## config.mk

```make
export PLATFORM = sky130hd
export DESIGN_NAME = zone_usage_ctr_bank
export DESIGN_NICKNAME = d
export VERILOG_FILES = /design/src/rtl/zctr_pkg.sv /design/src/rtl/zctr_cell.sv /design/src/rtl/zctr_resp.sv /design/src/rtl/zone_usage_ctr_bank.sv
export SDC_FILE = /design/constraint.sdc
export NUM_CORES = 2
export LEC_CHECK = 0
export BUFFER_PORTS_ARGS = -buffer_cell sky130_fd_sc_hd__buf_2
export CORE_MARGIN = 2
export CORE_UTILIZATION = 45
export DETAILED_ROUTE_END_ITERATION = 16
export PLACE_DENSITY_LB_ADDON = 0.08
export SLEW_MARGIN = 40
export SYNTH_ARGS = -nofsm -noshare
export SYNTH_HDL_FRONTEND = slang
export SYNTH_HIERARCHICAL = 1
export SYNTH_SLANG_ARGS = --single-unit
```

## constraint.sdc

```tcl
create_clock -name clk -period 3.6 [get_ports clk]
set_input_delay 0.9 -clock clk [delete_from_list [all_inputs] [get_ports clk]]
set_output_delay 0.9 -clock clk [all_outputs]
set_load 0.05 [all_outputs]
```

## src/rtl/zctr_pkg.sv

```systemverilog
package zctr_pkg;

    localparam int ZCTR_ZONES_DEF = 16;
    localparam int ZCTR_CNT_W_DEF = 32;
    localparam int ZCTR_MAX_DEF   = 2097151;

    typedef enum logic [1:0] {
        RESP_IDLE   = 2'd0,
        RESP_ACCEPT = 2'd1,
        RESP_REJECT = 2'd2
    } wr_resp_e;

    // saturating advance toward the ceiling
    function automatic logic [63:0] sat_step(input logic [63:0] cur, input logic [63:0] ceil);
        return (cur >= ceil) ? ceil : cur + 64'd1;
    endfunction

    // forward-only write rule
    function automatic logic fwd_ok(input logic [63:0] cur, input logic [63:0] req,
                                    input logic [63:0] ceil);
        return (req >= cur) && (req <= ceil);
    endfunction

endpackage

```

## src/rtl/zctr_cell.sv

```systemverilog
module zctr_cell
    import zctr_pkg::*;
#(
    parameter int CNT_W   = ZCTR_CNT_W_DEF,
    parameter int CNT_MAX = ZCTR_MAX_DEF
) (
    input  logic             clk,
    input  logic             rst,
    input  logic             use_sel,
    input  logic             inc_en,
    input  logic             wr_sel,
    input  logic [CNT_W-1:0] wr_data,
    input  logic             lock_set,
    input  logic             retire_en,
    output logic [CNT_W-1:0] cnt_a,
    output logic             mismatch,
    output logic             key_dis,
    output logic             locked,
    output logic             wr_take
);
    localparam logic [CNT_W-1:0] CEIL = CNT_W'(CNT_MAX);

    logic [CNT_W-1:0] cnt_b;
    logic [CNT_W-1:0] a_next;
    logic             bump;

    always_comb begin
        bump    = use_sel && inc_en;
        wr_take = wr_sel && !locked && !use_sel &&
                  fwd_ok(64'(cnt_a), 64'(wr_data), 64'(CEIL));
        a_next  = cnt_a;
        if (bump)
            a_next = CNT_W'(sat_step(64'(cnt_a), 64'(CEIL)));
        else if (wr_take)
            a_next = wr_data;
    end

    always_ff @(posedge clk) begin
        if (rst) begin
            cnt_a   <= '0;
            cnt_b   <= '0;
            locked  <= 1'b0;
            key_dis <= 1'b0;
        end else begin
            cnt_a   <= a_next;
            cnt_b   <= cnt_a;
            locked  <= locked | lock_set;
            key_dis <= key_dis | (retire_en && (cnt_a == CEIL));
        end
    end

    assign mismatch = (cnt_a != cnt_b);

    assert_monotonic_R2: assert property (@(posedge clk) disable iff (rst)
        1'b1 |=> (cnt_a >= $past(cnt_a)));

    assert_ceiling_R3: assert property (@(posedge clk) disable iff (rst)
        cnt_a <= CEIL);

    assert_mismatch_cause_R7: assert property (@(posedge clk) disable iff (rst)
        (cnt_a != cnt_b) |-> (cnt_a != $past(cnt_a)));

    assert_sticky_retire_R8: assert property (@(posedge clk) disable iff (rst)
        key_dis |=> key_dis);

    assert_lock_holds_R6: assert property (@(posedge clk) disable iff (rst)
        (locked && wr_sel && !use_sel) |=> $stable(cnt_a));

endmodule

```

## src/rtl/zctr_resp.sv

```systemverilog
module zctr_resp
    import zctr_pkg::*;
(
    input  logic clk,
    input  logic rst,
    input  logic wr_en,
    input  logic taken,
    output logic wr_ok,
    output logic wr_rej
);
    wr_resp_e resp_q;

    always_ff @(posedge clk) begin
        if (rst)
            resp_q <= RESP_IDLE;
        else if (!wr_en)
            resp_q <= RESP_IDLE;
        else
            resp_q <= taken ? RESP_ACCEPT : RESP_REJECT;
    end

    assign wr_ok  = (resp_q == RESP_ACCEPT);
    assign wr_rej = (resp_q == RESP_REJECT);

    assert_resp_excl_R5: assert property (@(posedge clk) disable iff (rst)
        $onehot0({wr_ok, wr_rej}));

    assert_resp_follows_R4: assert property (@(posedge clk) disable iff (rst)
        wr_en |=> (wr_ok || wr_rej));

endmodule

```

## src/rtl/zone_usage_ctr_bank.sv

```systemverilog
module zone_usage_ctr_bank
    import zctr_pkg::*;
#(
    parameter int NUM_ZONES = ZCTR_ZONES_DEF,
    parameter int CNT_W     = ZCTR_CNT_W_DEF,
    parameter int CNT_MAX   = ZCTR_MAX_DEF,
    localparam int ZW       = (NUM_ZONES > 1) ? $clog2(NUM_ZONES) : 1
) (
    input  logic                 clk,
    input  logic                 rst,
    input  logic                 use_valid,
    input  logic [ZW-1:0]        use_zone,
    input  logic [NUM_ZONES-1:0] inc_enable,
    input  logic [NUM_ZONES-1:0] retire_enable,
    input  logic                 wr_en,
    input  logic [ZW-1:0]        wr_zone,
    input  logic [CNT_W-1:0]     wr_data,
    input  logic                 lock_en,
    input  logic [ZW-1:0]        lock_zone,
    input  logic [ZW-1:0]        rd_zone,
    output logic [CNT_W-1:0]     rd_count,
    output logic                 wr_ok,
    output logic                 wr_rej,
    output logic [NUM_ZONES-1:0] key_disabled,
    output logic [NUM_ZONES-1:0] copy_mismatch
);
    logic [CNT_W-1:0]     cnt_arr [NUM_ZONES];
    logic [NUM_ZONES-1:0] take_vec;
    logic [NUM_ZONES-1:0] lock_vec;

    for (genvar z = 0; z < NUM_ZONES; z++) begin : g_zone
        zctr_cell #(.CNT_W(CNT_W), .CNT_MAX(CNT_MAX)) u_cell (
            .clk       (clk),
            .rst       (rst),
            .use_sel   (use_valid && (use_zone == ZW'(z))),
            .inc_en    (inc_enable[z]),
            .wr_sel    (wr_en && (wr_zone == ZW'(z))),
            .wr_data   (wr_data),
            .lock_set  (lock_en && (lock_zone == ZW'(z))),
            .retire_en (retire_enable[z]),
            .cnt_a     (cnt_arr[z]),
            .mismatch  (copy_mismatch[z]),
            .key_dis   (key_disabled[z]),
            .locked    (lock_vec[z]),
            .wr_take   (take_vec[z])
        );
    end

    zctr_resp u_resp (
        .clk    (clk),
        .rst    (rst),
        .wr_en  (wr_en),
        .taken  (|take_vec),
        .wr_ok  (wr_ok),
        .wr_rej (wr_rej)
    );

    assign rd_count = cnt_arr[rd_zone];

    assert_locked_rejects_R6: assert property (@(posedge clk) disable iff (rst)
        (wr_en && lock_vec[wr_zone]) |=> wr_rej);

    assert_single_take_R4: assert property (@(posedge clk) disable iff (rst)
        $onehot0(take_vec));

endmodule

```

# --- Word level (Yosys, flattened, before mapping) ---
# Cells that the tools add are included.
word_totals:
  inputBits: 85
  output_inout_bits: 66
  elab_cells: 477
  ff_bits: 1058
classes:
  addsub: 16
  order_cmp: 34
  n_eq_ne: 79
  muxes: 52
  n_bitwise: 34
  reduce_logical: 197
op_table:
  columns: ["operator", "n"]
  rows:
  - ["$mux 32", 50]
  - ["$add 32x1->32 const B", 16]
  - ["$eq 32x21->1 const B", 16]
  - ["$ge 32x21->1 const B", 16]
  - ["$ge 32x32->1", 16]
  - ["$ne 32x32->1", 16]
  - ["$logic_and 1x1->1", 144]
  - ["$bmux 32 s4", 1]
  - ["$eq 4x4->1 const B", 24]
  - ["$eq 4x3->1 const B", 12]
  - ["$le 32x21->1 const B", 1]
  - ["$logic_not 1->1", 32]
  - ["$or 1x1->1", 32]
  - ["$reduce_bool 2->1", 16]
  - ["$eq 4x2->1 const B", 6]
  - ["$reduce_or 16->1", 1]
  - ["$eq 4x1->1 const B", 3]
  - ["$logic_not 4->1", 3]
  - ["$ge 5x5->1 const B", 1]
  - ["$not 4->5", 1]
  - ["$eq 2x1->1 const B", 1]
  - ["$eq 2x2->1 const B", 1]
  - ["$mux 2", 1]
  - ["$reduce_or 2->1", 1]
  - ["$not 1->1", 1]

# --- Logic depth before layout (Yosys ltp) ---
logic_depth:
  depth_word: 7
  mapped_depth: 12
  depth_no_buf: 11

# --- Cells and area by module ---
# Netlist, hierarchy kept.
by_module_without_submodules:
  columns: ["module", "cells_per_inst", "seq_area_each_um2", "area_each_um2", "instances"]
  rows:
  - ["zctr_cell", 436, 1321.3, 3694.8, 16]
  - ["zone_usage_ctr_bank", 345, 0.0, 4071.4, 1]
  - ["zctr_resp", 6, 40.0, 73.8, 1]

# --- Worst setup path after synthesis ---
# Ideal clock, no wire load.
synth_timing:
  path_type: "input to output"
  from: "input rd_zone[0]"
  to: "output rd_count[15]"
  arrival_time_ns: 2.330
  t_required_ns: 2.700
  stages: 5
  path_slack_ns: 0.370
  n_path_buf: 2
  path_cell_list: "buf_2 -> buf_2 -> mux4_2 -> a22oi_1 -> nand2_1"
synth_between:
  elab_chain_cells: 4
synth_lines:
  columns: ["item", "line", "rtl"]
  rows:
  - ["start: declaration", "zone_usage_ctr_bank.sv:20", "input logic [ZW-1:0] rd_zone,"]
  - ["$not 4->5 (implied by the code)", "zone_usage_ctr_bank.sv:58", "assign rd_count = cnt_arr[rd_zone];"]
  - ["$bmux 32 s4", "zone_usage_ctr_bank.sv:58", null]
  - ["$mux 32 (implied by the code) (2 in a row)", "zone_usage_ctr_bank.sv:58", null]
  - ["end: declaration", "zone_usage_ctr_bank.sv:21", "output logic [CNT_W-1:0] rd_count,"]
# No other way between the ends. The select of a mux whose other input is x is not followed.

# --- Final worst setup path ---
layout_timing:
  from: "input rd_zone[0]"
  to: "output rd_count[22]"
# Same word-level chain as after synthesis.

==> flow_summary.ini <==
[sta]
max_freq_ghz = 0.272
setup_tns_ns = -0.831
fin_crit_ns = 3.68
holdWs_ns = 0.354
finalSetupViolations = 26
tightest_slew_ns = 0.868
slew_headroom_pct = 42.0
finalMaxSlewViolations = 0
hold_viol_final = 0
fin_ws_ns = -0.0765
fin_crit_sh_pct = 102
finClkSkew_ns = 0.0285
grt_setup_unrepaired = yes

[clocking]
cts_buffers = 131
clk_latency_ns = 0.78
clk_pin_slew_worst_paths_ns = 0.06
cts_buffer_depth = 3
cts.sinks = 1058
cts_tree = done
ctsHoldBuffers = 0
h-tree-depth = 4
root_buffer = clkbuf_16

[critical_path]
worstPathArrival_ns = 2.78
r2r-start = g_zone[6].u_cell/cnt_a[13]$_SDFFE_PP0P_
critPathCapture = rd_count[22]
cp_max_fo = 13
r2r_end = u_resp/resp_q[0]$_SDFF_PP0_
reg2reg_slack_ns = 0.10
path_class = primary input to output port
r2r_cells = 13
cp-end-kind = output port
worstSetupStartpoint = rd_zone[0]
start_kind = primary input
critical_path_required_ns = 2.70

[place]
dp_hpwl_mm = 233
post_dp_cell_area_um2 = 73500
gp_congestion = 1.03
io_buffers = 150
post-place-ws_ns = -0.589

[status]
failed_checks = setup timing
status = finished with violations

[global_route]
grt_max_degree = 91
overflow = 0
antenna_found_initial = 23
grt_pass1_wl_mm = 419
grt_usage_pct = 40.1
grt_pass1_vias = 59600

[floorplan]
fp.coreArea_um2 = 140000
die_h_um = 379
die_area_um2 = 144000
die_width_um = 379
fp-row-count = 137
boundaryPins = 151
start_util_pct = 45.3

[route]
wire_per_inst_um = 29.0
drt_pass1_iterations = 9
wl_mm = 295
via_per_inst = 6.26
drc = 0
final_antenna_net_count = 0
num_vias = 63700
drt-initial-drc-count = 8126

[final_layout]
drive_above_1_share_pct = 18.9
area_growth_pct = 23.4
seqCellArea_um2 = 21200
final_cell_mix = dfxtp_1 (1057), nor2_1 (932), buf_4 (850)
layout.nets = 8815
final_common_cell = dfxtp_1
fillCellCount = 13100
multi_input_area_um2 = 38400
stdcell_area_um2 = 78100

[logic_synthesis]
yosysWarnings = 6
netlist.area_leader.share_pct = 33.5
synth-seq-cells = 1058
synthFlopType = dfxtp_1
synthCells = 7327
yosysTopAreaCell = dfxtp_1
synth_area_um2 = 63300
synth_area_leaders = dfxtp_1 (33%), ha_1 (10%), xnor2_1 (7.8%)
ys_async_sr_fraction_pct = 0
synth_edf_count = 0
synth_fp_nets = 7940
ys_seq_area_share_pct = 33.5
yosysUniqueCellTypes = 54
syn_avg_cell_area_um2 = 8.63

[power_and_ir_drop]
p_leak_nw = 29.4
ir_drop_mv = 0.395
p_per_area_nw_per_um2 = 370

[run]
maxCapViolCount = 0

[hold_path]
hold_path.class = primary input to flip-flop
[critical path, cell delays in order]
cell and delay [ns]:
clkbuf_16 0.21, buf_12 0.20, mux4_2 0.57, a22oi_1 0.25, buf_4 0.20, nand2_1 0.16, buf_4 0.24
[cell type report]
class / instances / share of cell area (%)
diodes: 10 / 0.0320
clock buffers: 195 / 5.16
clock inverters: 32 / 0.407
inverters: 560 / 2.69
multi-input cells: 5346 / 49.2
flip-flops and latches: 1058 / 27.1
well taps: 1876 / 3.01
repair buffers: 1105 / 12.3
[logic make-up after synthesis]
family          after synthesis  share of synthesized area [%]
simple gates               2434                           19.3
compound gates             1648                           17.8
flops                      1058                           33.5
buf+inv                     923                           5.96
xor+xnor                    560                           7.75
fa+ha+maj                   528                           10.4
mux                         176                           5.32
[Yosys cell counts, drive strengths merged (65+ instances only)]
| library cell | instances |
|---|---|
| a211oi | 128 |
| mux4 | 128 |
| xnor2 | 560 |
| nor2 | 933 |
| a31oi | 96 |
| and4 | 80 |
| a21oi | 384 |
| ha | 528 |
| clkbuf | 193 |
| dfxtp | 1058 |
| o21ai | 384 |
| nand2 | 339 |
| and2 | 65 |
| a221oi | 128 |
| nand3 | 163 |
| inv | 560 |
| nor4 | 116 |
| nand4 | 305 |
| buf | 170 |
| nor3 | 236 |
[layer usage]
| metal | part of all wire [%] | vias up | global-route usage (%) | wire length, um |
|---|---|---|---|---|
| met5 | 0.033 | - | 0 | 98 |
| met4 | 6.7 | 14 | 23.3 | 19600 |
| met3 | 11 | 826 | 10.5 | 31700 |
| met2 | 42 | 3809 | 58.6 | 123000 |
| met1 | 41 | 30600 | 53.2 | 121000 |
| li1 | - | 28500 | - | - |
[state kept, by name, summed over array words and instances (netlist names)]
register,flops
g_zone.u_cell/cnt_a,512
g_zone.u_cell/cnt_b,512
g_zone.u_cell/key_dis,16
g_zone.u_cell/locked,16
u_resp/resp_q,2
[metrics by stage]
stage / std cells / utilization, % / power (mW)
floorplan: 7327 / - / 13.7
global placement: 9943 / 52.6 / 15.5
detailed placement: 9943 / 52.6 / 15.5
CTS: 10200 / 55.8 / 28.9
global route: 10200 / 56.0 / 29.7
finish: 10200 / 56.0 / 28.9
[worst min path at each step]
| stage | start | end | slack [ns] | cells after the start |
|---|---|---|---|---|
| after CTS | retire_enable[3] | g_zone[3].u_cell/key_dis$_SDFF_PP0_ | 0.32 | 3 |
| after global placement | g_zone[13].u_cell/key_dis$_SDFF_PP0_ | g_zone[13].u_cell/key_dis$_SDFF_PP0_ | 0.44 | 2 |
| after detailed placement | g_zone[9].u_cell/cnt_a[21]$_SDFFE_PP0P_ | g_zone[9].u_cell/cnt_b[21]$_SDFF_PP0_ | 0.45 | 2 |
| after global routing | retire_enable[9] | g_zone[9].u_cell/key_dis$_SDFF_PP0_ | 0.35 | 3 |
| after floorplan | g_zone[0].u_cell/locked$_SDFF_PP0_ | g_zone[0].u_cell/locked$_SDFF_PP0_ | 0.44 | 2 |
| final | retire_enable[3] | g_zone[3].u_cell/key_dis$_SDFF_PP0_ | 0.35 | 3 |
[timing repair]
item | in CTS | in global routing
endpoints found under the setup margin | 33 | 35
gates resized for setup | 22 | 53
pin swaps | 3 | 4
buffers inserted | 1 | 1
[power by group]
| group | total, mW | internal [mW] | switching (mW) | leakage [nW] |
|---|---|---|---|---|
| Clock | 13.5 | 8.07 | 5.47 | 2.13 |
| Combinational | 3.49 | 1.32 | 2.16 | 18.8 |
| Sequential | 11.9 | 11.8 | 0.0966 | 8.53 |
| Total | 28.9 | 21.2 | 7.73 | 29.4 |
No activity file was read; power rests on OpenSTA's default activity.
